### config.mk
export PLATFORM = sky130hd
export DESIGN_NAME = dmarq_gen
export DESIGN_NICKNAME = d
export VERILOG_FILES = /design/src/rtl/dmarq_pkg.sv /design/src/rtl/dmarq_regs.sv /design/src/rtl/dmarq_fsm.sv /design/src/rtl/dmarq_pin.sv /design/src/rtl/dmarq_gen.sv
export SDC_FILE = /design/constraint.sdc
export NUM_CORES = 1
export LEC_CHECK = 0
export ABC_AREA = 1
export ABC_CLOCK_PERIOD_IN_PS = 1300
export BUFFER_PORTS_ARGS = -buffer_cell sky130_fd_sc_hd__buf_2
export CAP_MARGIN = 10
export CORE_MARGIN = 2
export CORE_UTILIZATION = 32
export CTS_CLUSTER_DIAMETER = 100
export CTS_CLUSTER_SIZE = 12
export DETAILED_ROUTE_END_ITERATION = 10
export SYNTH_ARGS = -nofsm -noshare
export SYNTH_HDL_FRONTEND = slang
export SYNTH_SLANG_ARGS = --single-unit
### constraint.sdc
create_clock -name clk -period 1.3 [get_ports clk]
set_input_delay 0.26 -clock clk [delete_from_list [all_inputs] [get_ports clk]]
set_output_delay 0.26 -clock clk [all_outputs]
set_load 0.02 [all_outputs]
### src/rtl/dmarq_pkg.sv
package dmarq_pkg;

    typedef enum logic [2:0] {
        ST_IDLE,
        ST_ASSERT,
        ST_PULSE,
        ST_HOLD,
        ST_BLOCKED
    } req_state_e;

    typedef struct packed {
        logic edge_mode;
        logic pol_low;
        logic en;
    } req_ctrl_t;

endpackage

### src/rtl/dmarq_regs.sv
module dmarq_regs
    import dmarq_pkg::*;
#(
    parameter int ADDR_W    = 4,
    parameter int DATA_W    = 16,
    parameter int CTRL_ADDR = 0,
    parameter int NEG_ADDR  = 1,
    parameter int EN_BIT    = 0,
    parameter int POL_BIT   = 1,
    parameter int EDGE_BIT  = 2
) (
    input  logic              clk,
    input  logic              rst_n,
    input  logic              wr_i,
    input  logic [ADDR_W-1:0] addr_i,
    input  logic [DATA_W-1:0] data_i,
    output req_ctrl_t         ctrl_o,
    output logic              neg_o,
    output logic              mode_chg_o
);

    localparam logic [ADDR_W-1:0] CtrlSel = ADDR_W'(CTRL_ADDR);
    localparam logic [ADDR_W-1:0] NegSel  = ADDR_W'(NEG_ADDR);

    logic ctrl_hit;
    logic neg_hit;
    logic unused_data;

    assign ctrl_hit    = wr_i && (addr_i == CtrlSel);
    assign neg_hit     = wr_i && (addr_i == NegSel);
    assign unused_data = ^data_i;

    always_ff @(posedge clk or negedge rst_n) begin
        if (!rst_n) begin
            ctrl_o     <= '{edge_mode: 1'b0, pol_low: 1'b1, en: 1'b0};
            neg_o      <= 1'b0;
            mode_chg_o <= 1'b0;
        end else begin
            neg_o      <= neg_hit;
            mode_chg_o <= 1'b0;
            if (ctrl_hit) begin
                ctrl_o.en        <= data_i[EN_BIT];
                ctrl_o.pol_low   <= data_i[POL_BIT];
                ctrl_o.edge_mode <= data_i[EDGE_BIT];
                mode_chg_o       <= (data_i[EDGE_BIT] != ctrl_o.edge_mode);
            end
        end
    end

endmodule

### src/rtl/dmarq_fsm.sv
module dmarq_fsm
    import dmarq_pkg::*;
(
    input  logic      clk,
    input  logic      rst_n,
    input  req_ctrl_t ctrl_i,
    input  logic      neg_i,
    input  logic      mode_chg_i,
    input  logic      rd_ready_i,
    input  logic      wr_space_i,
    output logic      active_o
);

    req_state_e state_q, state_d;
    logic       cond;
    logic       cond_q;

    assign cond = rd_ready_i | wr_space_i;

    // state register
    always_ff @(posedge clk or negedge rst_n) begin
        if (!rst_n) begin
            state_q <= ST_IDLE;
            cond_q  <= 1'b0;
        end else begin
            state_q <= state_d;
            cond_q  <= cond;
        end
    end

    // next state
    always_comb begin
        state_d = state_q;
        if (!ctrl_i.en) begin
            state_d = ST_IDLE;
        end else if (neg_i) begin
            state_d = ST_BLOCKED;
        end else if (mode_chg_i) begin
            state_d = ST_IDLE;
        end else begin
            unique case (state_q)
                ST_IDLE: begin
                    if (!ctrl_i.edge_mode && cond)
                        state_d = ST_ASSERT;
                    else if (ctrl_i.edge_mode && cond && !cond_q)
                        state_d = ST_PULSE;
                end
                ST_ASSERT:  if (!cond) state_d = ST_IDLE;
                ST_PULSE:   state_d = cond ? ST_HOLD : ST_IDLE;
                ST_HOLD:    if (!cond) state_d = ST_IDLE;
                ST_BLOCKED: if (!cond) state_d = ST_IDLE;
                default:    state_d = ST_IDLE;
            endcase
        end
    end

    // outputs
    always_comb begin
        unique case (state_q)
            ST_ASSERT, ST_PULSE: active_o = 1'b1;
            default:             active_o = 1'b0;
        endcase
    end


    disabled_idle_chk: assert property (@(posedge clk) disable iff (!rst_n)
        !ctrl_i.en |=> !active_o);


    pulse_single_chk: assert property (@(posedge clk) disable iff (!rst_n)
        (ctrl_i.edge_mode && active_o) |=> !active_o);


    negation_drop_chk: assert property (@(posedge clk) disable iff (!rst_n)
        neg_i |=> !active_o);


    rise_needs_ready_chk: assert property (@(posedge clk) disable iff (!rst_n)
        $rose(active_o) |-> $past(cond));

endmodule

### src/rtl/dmarq_pin.sv
module dmarq_pin (
    input  logic active_i,
    input  logic pol_low_i,
    output logic pin_o
);

    assign pin_o = pol_low_i ? ~active_i : active_i;

endmodule

### src/rtl/dmarq_gen.sv
module dmarq_gen
    import dmarq_pkg::*;
#(
    parameter int ADDR_W = 4,
    parameter int DATA_W = 16
) (
    input  logic              clk,
    input  logic              rst_n,
    input  logic              reg_wr_i,
    input  logic [ADDR_W-1:0] reg_addr_i,
    input  logic [DATA_W-1:0] reg_data_i,
    input  logic              rd_ready_i,
    input  logic              wr_space_i,
    output logic              dma_req_o
);

    req_ctrl_t ctrl;
    logic      neg;
    logic      mode_chg;
    logic      active;

    dmarq_regs #(
        .ADDR_W(ADDR_W),
        .DATA_W(DATA_W)
    ) u_regs (
        .clk       (clk),
        .rst_n     (rst_n),
        .wr_i      (reg_wr_i),
        .addr_i    (reg_addr_i),
        .data_i    (reg_data_i),
        .ctrl_o    (ctrl),
        .neg_o     (neg),
        .mode_chg_o(mode_chg)
    );

    dmarq_fsm u_fsm (
        .clk       (clk),
        .rst_n     (rst_n),
        .ctrl_i    (ctrl),
        .neg_i     (neg),
        .mode_chg_i(mode_chg),
        .rd_ready_i(rd_ready_i),
        .wr_space_i(wr_space_i),
        .active_o  (active)
    );

    dmarq_pin u_pin (
        .active_i (active),
        .pol_low_i(ctrl.pol_low),
        .pin_o    (dma_req_o)
    );


    pin_level_chk: assert property (@(posedge clk) disable iff (!rst_n)
        !active |-> (dma_req_o == ctrl.pol_low));

endmodule

==> results of run 1 <==
==> cell usage after synthesis (all sizes together) <==
cell / number / share of area
dfrtp: 8 / 0.42
o21ai: 7 / 0.074
nand2: 18 / 0.15
a21oi: 1 / 0.011
dfstp: 1 / 0.055
nor4: 1 / 0.013
nand3: 10 / 0.12
nor2: 6 / 0.053
xor2: 1 / 0.018
inv: 11 / 0.087
==> per-stage QoR <==
step	worst slack [ns]	utilization	std cells	area, um2	TNS, ns
after floorplan	0.0369	-	64	483	0
after CTS	-0.199	0.479	100	647	-0.199
after detailed placement	-0.00313	0.438	95	592	-0.00313
final	-0.170	0.491	101	663	-0.170
after global routing	-0.257	0.491	101	663	-0.257
after global placement	-0.00851	0.438	95	592	-0.00851
==> sequential cells by signal, summed over array words and instances (netlist names) <==
register / flops
u_fsm.state_q: 3
u_regs.mode_chg_o: 1
u_regs.neg_o: 1
u_regs.ctrl_o: 3
u_fsm.cond_q: 1
==> path summary, 6_finish.rpt <==
path / from / to / slack, ns / cells after the start
max in group asynchronous: rst_n / u_regs.ctrl_o[1] / 0.67 / 2
min reg2reg: u_regs.neg_o / u_fsm.state_q[2] / 0.49 / 2
min: reg_addr_i[1] / u_regs.neg_o / 0.18 / 2
min in group asynchronous: rst_n / u_regs.ctrl_o[2] / 0.39 / 2
max reg2reg: u_fsm.state_q[2] / u_fsm.state_q[0] / 0.14 / 8
max: u_fsm.state_q[2] / dma_req_o / -0.17 / 5
==> layout make-up <==
cell class / instances / share of cell area
clock buffers: 4 / 0.0396
well taps: 15 / 0.0283
repair buffers: 18 / 0.172
flip-flops and latches: 9 / 0.342
multi-input cells: 44 / 0.357
inverters: 11 / 0.0623
==> repair_timing <==
action | CTS | global route
endpoints found under the hold margin | 8 | 0
pin swaps | 0 | 1
setup endpoints to repair | 1 | 1
hold buffers | 1 | 0
setup buffers | 0 | 1
gates resized for setup | 6 | 3
==> cells by family (layout without fill, tap and decap cells) <==
group / count (synthesis) / after routing / synth area share
simple gates: 35 / 35 / 0.334
buf+inv: 11 / 33 / 0.0868
flops: 9 / 9 / 0.476
compound gates: 8 / 8 / 0.0842
xor+xnor: 1 / 1 / 0.0184
==> metal layers <==
metal / wire length (um) / vias up / global-route usage
li1: - / 247 / -
met3: 36 / 0 / 0.0388
met2: 483 / 12 / 0.218
met5: 0 / - / 0
met1: 427 / 217 / 0.141
met4: 0 / 0 / 0.0750
==> power breakdown <==
| part | internal (W) | switching [W] | total (W) |
|---|---|---|---|
| registers | 0.000319 | 0.0000278 | 0.000347 |
| clock network | 0.000118 | 0.0000944 | 0.000212 |
| logic | 0.000166 | 0.000192 | 0.000358 |
==> impl_metrics.py, run 1 <==
metrics = {
    "status": {
        "status": "complete, but fails checks",
        "violations": "setup timing",
    },
    "placed_design": {
        "place.gp.congestion": 0.788,
        "io_buffers": 12,
        "dp_hpwl_um": 763,
    },
    "floorplanning": {
        "initial_core_util": 0.352,
        "coreArea_um2": 1350,
        "ios": 26,
        "rows": 13,
        "die_width_um": 42.5,
        "die_h_um": 42.5,
        "die-area_um2": 1810,
    },
    "finish": {
        "final_common_cell": "nand2_1",
        "layout_common_cells": "nand2_1 (16), buf_2 (11), inv_1 (8), nand3_1 (8), dfrtp_1 (8)",
        "n_fill_cell": 149,
        "antenna_cells": 0,
        "multi_input_area_um2": 236,
        "drive_gt1_frac": 0.360,
        "syn_to_final_growth_pct": 39.5,
        "regArea_um2": 226,
        "fin_nets": 112,
    },
    "clocking": {
        "clkTransAtPathRegs_ns": 0.06,
        "clk_latency_ns": 0.25,
        "cts_buffers": 3,
        "clockRootBuffer": "clkbuf_4",
        "tritoncts": "yes",
        "cts.sinks": 9,
        "cts_max_level": 1,
        "clock_path_buffers": 2,
    },
    "synth": {
        "synth-seq-cells": 9,
        "synth-seq-area-share": 0.476,
        "synthCells": 64,
        "netlist_area_um2": 475,
        "yosys_warnings": 0,
        "avgSynthCellArea_um2": 7.43,
        "syn-num-nets": 89,
        "yosys.cell_types.count": 13,
    },
    "worst_setup_path": {
        "required_ns": 1.04,
        "cp_max_fo": 2,
        "cp-end-kind": "output port",
        "cpPeakStageDelay_ns": 0.39,
        "crit_family": "flip-flops",
        "crit_type": "reg2out",
        "cpMaxStageDelayCell": "dfrtp_1",
        "worstPathCellList": "inv_2, nand2_4, o21ai_4, xor2_2, buf_6",
        "cp-start-kind": "flip-flop",
        "arrival_ns": 1.21,
        "path_buf_inv": 2,
    },
    "routing": {
        "wl_per_cell_um": 9.37,
        "antenna_left": 0,
        "vias": 476,
        "first_iter_violations": 2,
        "vias_per_cell": 4.71,
        "drt_pass1_iterations": 2,
        "drc": 0,
        "wl_um": 946,
    },
    "grt": {
        "grt_usage": 0.129,
        "grt_max_degree": 10,
        "overflow": 0,
        "antenna_found_initial": 0,
        "grt_pass1_wl_um": 1710,
        "grt_pass1_vias": 462,
    },
    "worst_hold_path": {
        "hold_class": "in2reg",
    },
    "power": {
        "power.total_w": 0.000918,
        "p_per_area_nw_per_um2": 1380,
        "leakage_nw": 0.372,
        "ir_drop_uv": 539,
    },
    "sta": {
        "tightestPinTransition_ns": 0.252,
        "setup_viol": 1,
        "timing.final.crit_share": 1.13,
        "skew_ns": 0.00269,
        "fin_ws_ns": -0.170,
        "maxSlewViolCount": 0,
        "slew_headroom": 0.830,
        "grt_setup_unrepaired": "yes",
        "period_needed_ns": 1.47,
        "fmax_mhz": 681,
        "hold_slack_ns": 0.175,
        "finalHoldViolCount": 0,
    },
    "job": {
        "drv_cap": 0,
    },
}
Note: power is estimated with default switching activity, not from simulation.
==> run 2, diff against run 1 <==
--- a/config.mk
+++ b/config.mk
@@ -14,6 +14,7 @@
 export CTS_CLUSTER_DIAMETER = 100
 export CTS_CLUSTER_SIZE = 12
 export DETAILED_ROUTE_END_ITERATION = 10
+export PLACE_DENSITY = 0.66
 export SYNTH_ARGS = -nofsm -noshare
 export SYNTH_HDL_FRONTEND = slang
 export SYNTH_SLANG_ARGS = --single-unit
==> impl_metrics.py, run 2 (synthesis results as in run 1) <==
metrics = {
    "status": {
        "status": "complete, but fails checks",
        "violations": "setup timing",
    },
    "grt": {
        "grt_pass1_wl_um": 1770,
        "antenna_found_initial": 0,
        "grt_pass1_vias": 468,
        "grt_max_degree": 10,
        "overflow": 0,
        "grt_usage": 0.133,
    },
    "sta": {
        "finalHoldViolCount": 0,
        "fmax_mhz": 667,
        "grt_setup_unrepaired": "yes",
        "slew_headroom": 0.845,
        "tightestPinTransition_ns": 0.230,
        "period_needed_ns": 1.50,
        "hold_slack_ns": 0.172,
        "fin_ws_ns": -0.199,
        "skew_ns": 0.00519,
        "timing.final.crit_share": 1.15,
        "setup_viol": 1,
        "maxSlewViolCount": 0,
    },
    "routing": {
        "wl_per_cell_um": 10.3,
        "drc": 0,
        "wl_um": 1040,
        "antenna_left": 0,
        "drt_pass1_iterations": 4,
        "first_iter_violations": 9,
        "vias": 465,
        "vias_per_cell": 4.60,
    },
    "finish": {
        "top_regs": "u_fsm.state_q: 3 flops, u_regs.ctrl_o: 3 flops",
        "layout_common_cells": "nand2_1 (16), buf_2 (11), inv_1 (9)",
        "drive_gt1_frac": 0.360,
        "syn_to_final_growth_pct": 38.4,
        "final_common_cell": "nand2_1",
        "n_fill_cell": 148,
        "antenna_cells": 0,
        "fin_nets": 112,
        "final_area_um2": 658,
        "utilization": 0.487,
    },
    "worst_setup_path": {
        "cp_max_fo": 3,
        "crit_type": "reg2out",
        "cpPeakStageDelay_ns": 0.41,
        "arrival_ns": 1.24,
        "required_ns": 1.04,
        "cpMaxStageDelayCell": "dfrtp_1",
        "cp-end-kind": "output port",
        "cp-start-kind": "flip-flop",
        "worstPathCellList": "inv_2, nand2_2, o21ai_2, xor2_2, buf_6",
    },
    "power": {
        "ir_drop_uv": 742,
        "p_int_w": 0.000606,
        "p_per_area_nw_per_um2": 1410,
        "swShare": 0.346,
        "clkPwrFrac": 0.233,
        "power_frac_seq": 0.375,
        "pwr-share-comb": 0.392,
        "leakage_nw": 0.370,
        "switchingPower_w": 0.000321,
        "power.total_w": 0.000927,
    },
    "clocking": {
        "clockRootBuffer": "clkbuf_4",
        "cts_buffers": 3,
        "cts.sinks": 9,
        "cts_max_level": 1,
        "clk_latency_ns": 0.26,
        "tritoncts": "yes",
        "clock_path_buffers": 2,
        "clkTransAtPathRegs_ns": 0.06,
    },
    "floorplanning": {
        "die_h_um": 42.5,
        "die-area_um2": 1810,
        "rows": 13,
        "initial_core_util": 0.352,
        "die_width_um": 42.5,
        "coreArea_um2": 1350,
        "ios": 26,
    },
    "worst_hold_path": {
        "hold_class": "in2reg",
    },
    "placed_design": {
        "place_area_um2": 592,
        "io_buffers": 12,
        "place.gp.congestion": 0.752,
        "dp_hpwl_um": 771,
    },
    "job": {
        "drv_cap": 0,
    },
}
==> run 2: layout make-up <==
type | count | area [um2] | share of cell area
sequential | 9 | 226 | 0.344
multi-input combinational | 44 | 231 | 0.352
timing repair buffer | 18 | 114 | 0.173
inverter | 11 | 41.3 | 0.0627
tap | 15 | 18.8 | 0.0285
clock buffer | 4 | 26.3 | 0.0399
==> run 2: metrics by stage <==
step	setup slack, ns	setup TNS [ns]	instances
final	-0.199	-0.199	101
after global routing	-0.281	-0.281	101
after CTS	-0.198	-0.198	100
after detailed placement	0.0247	0	95
after global placement	0.0387	0	95
after floorplan	0.0369	0	64
==> run 2: critical path: cells and delay by family (launching register included) <==
kind | cells | cell delay, ns
buffers and inverters | 2 | 0.19
DFF | 1 | 0.41
AOI/OAI and AO/OA | 1 | 0.17
and+or+nand+nor | 1 | 0.05
xor gates and xnor gates | 1 | 0.16
==> run 2: routing by layer <==
| metal | routed length (um) | part of all wire | GRT usage | up-vias |
|---|---|---|---|---|
| met5 | 0 | 0 | 0 | - |
| met4 | 0 | 0 | 0.0563 | 0 |
| met3 | 51 | 0.049 | 0.0517 | 0 |
| met2 | 516 | 0.49 | 0.218 | 13 |
| met1 | 476 | 0.46 | 0.151 | 204 |
| li1 | - | - | - | 248 |
==> run 2: timing repair <==
item | CTS | global route
setup endpoints to repair | 1 | 2
gates resized for setup | 3 | 5
setup buffers | 0 | 2
endpoints found under the hold margin | 8 | 0
hold buffers | 1 | 0
pin swaps | 0 | 5
gates cloned | 0 | 0
==> run 2: worst paths after layout <==
kind,end,startpoint,depth (start not counted),slack (ns)
worst max-delay path,dma_req_o,u_fsm.state_q[0],5,-0.20
worst min-delay path,u_regs.neg_o,reg_addr_i[2],2,0.17
worst max register to register,u_fsm.state_q[1],u_fsm.state_q[0],8,0.10
worst min register to register,u_fsm.state_q[2],u_regs.neg_o,2,0.49
max in group asynchronous,u_regs.ctrl_o[1],rst_n,2,0.67
min in group asynchronous,u_fsm.cond_q,rst_n,2,0.38
==> run 2: power by group through the flow <==
stage,Combinational [W],Sequential [W],Clock (W)
after floorplan,0.000190,0.000350,0
after global placement,0.000285,0.000349,0
after detailed placement,0.000294,0.000351,0
after CTS,0.000316,0.000347,0.000226
after global routing,0.000407,0.000355,0.000240
final,0.000363,0.000348,0.000216
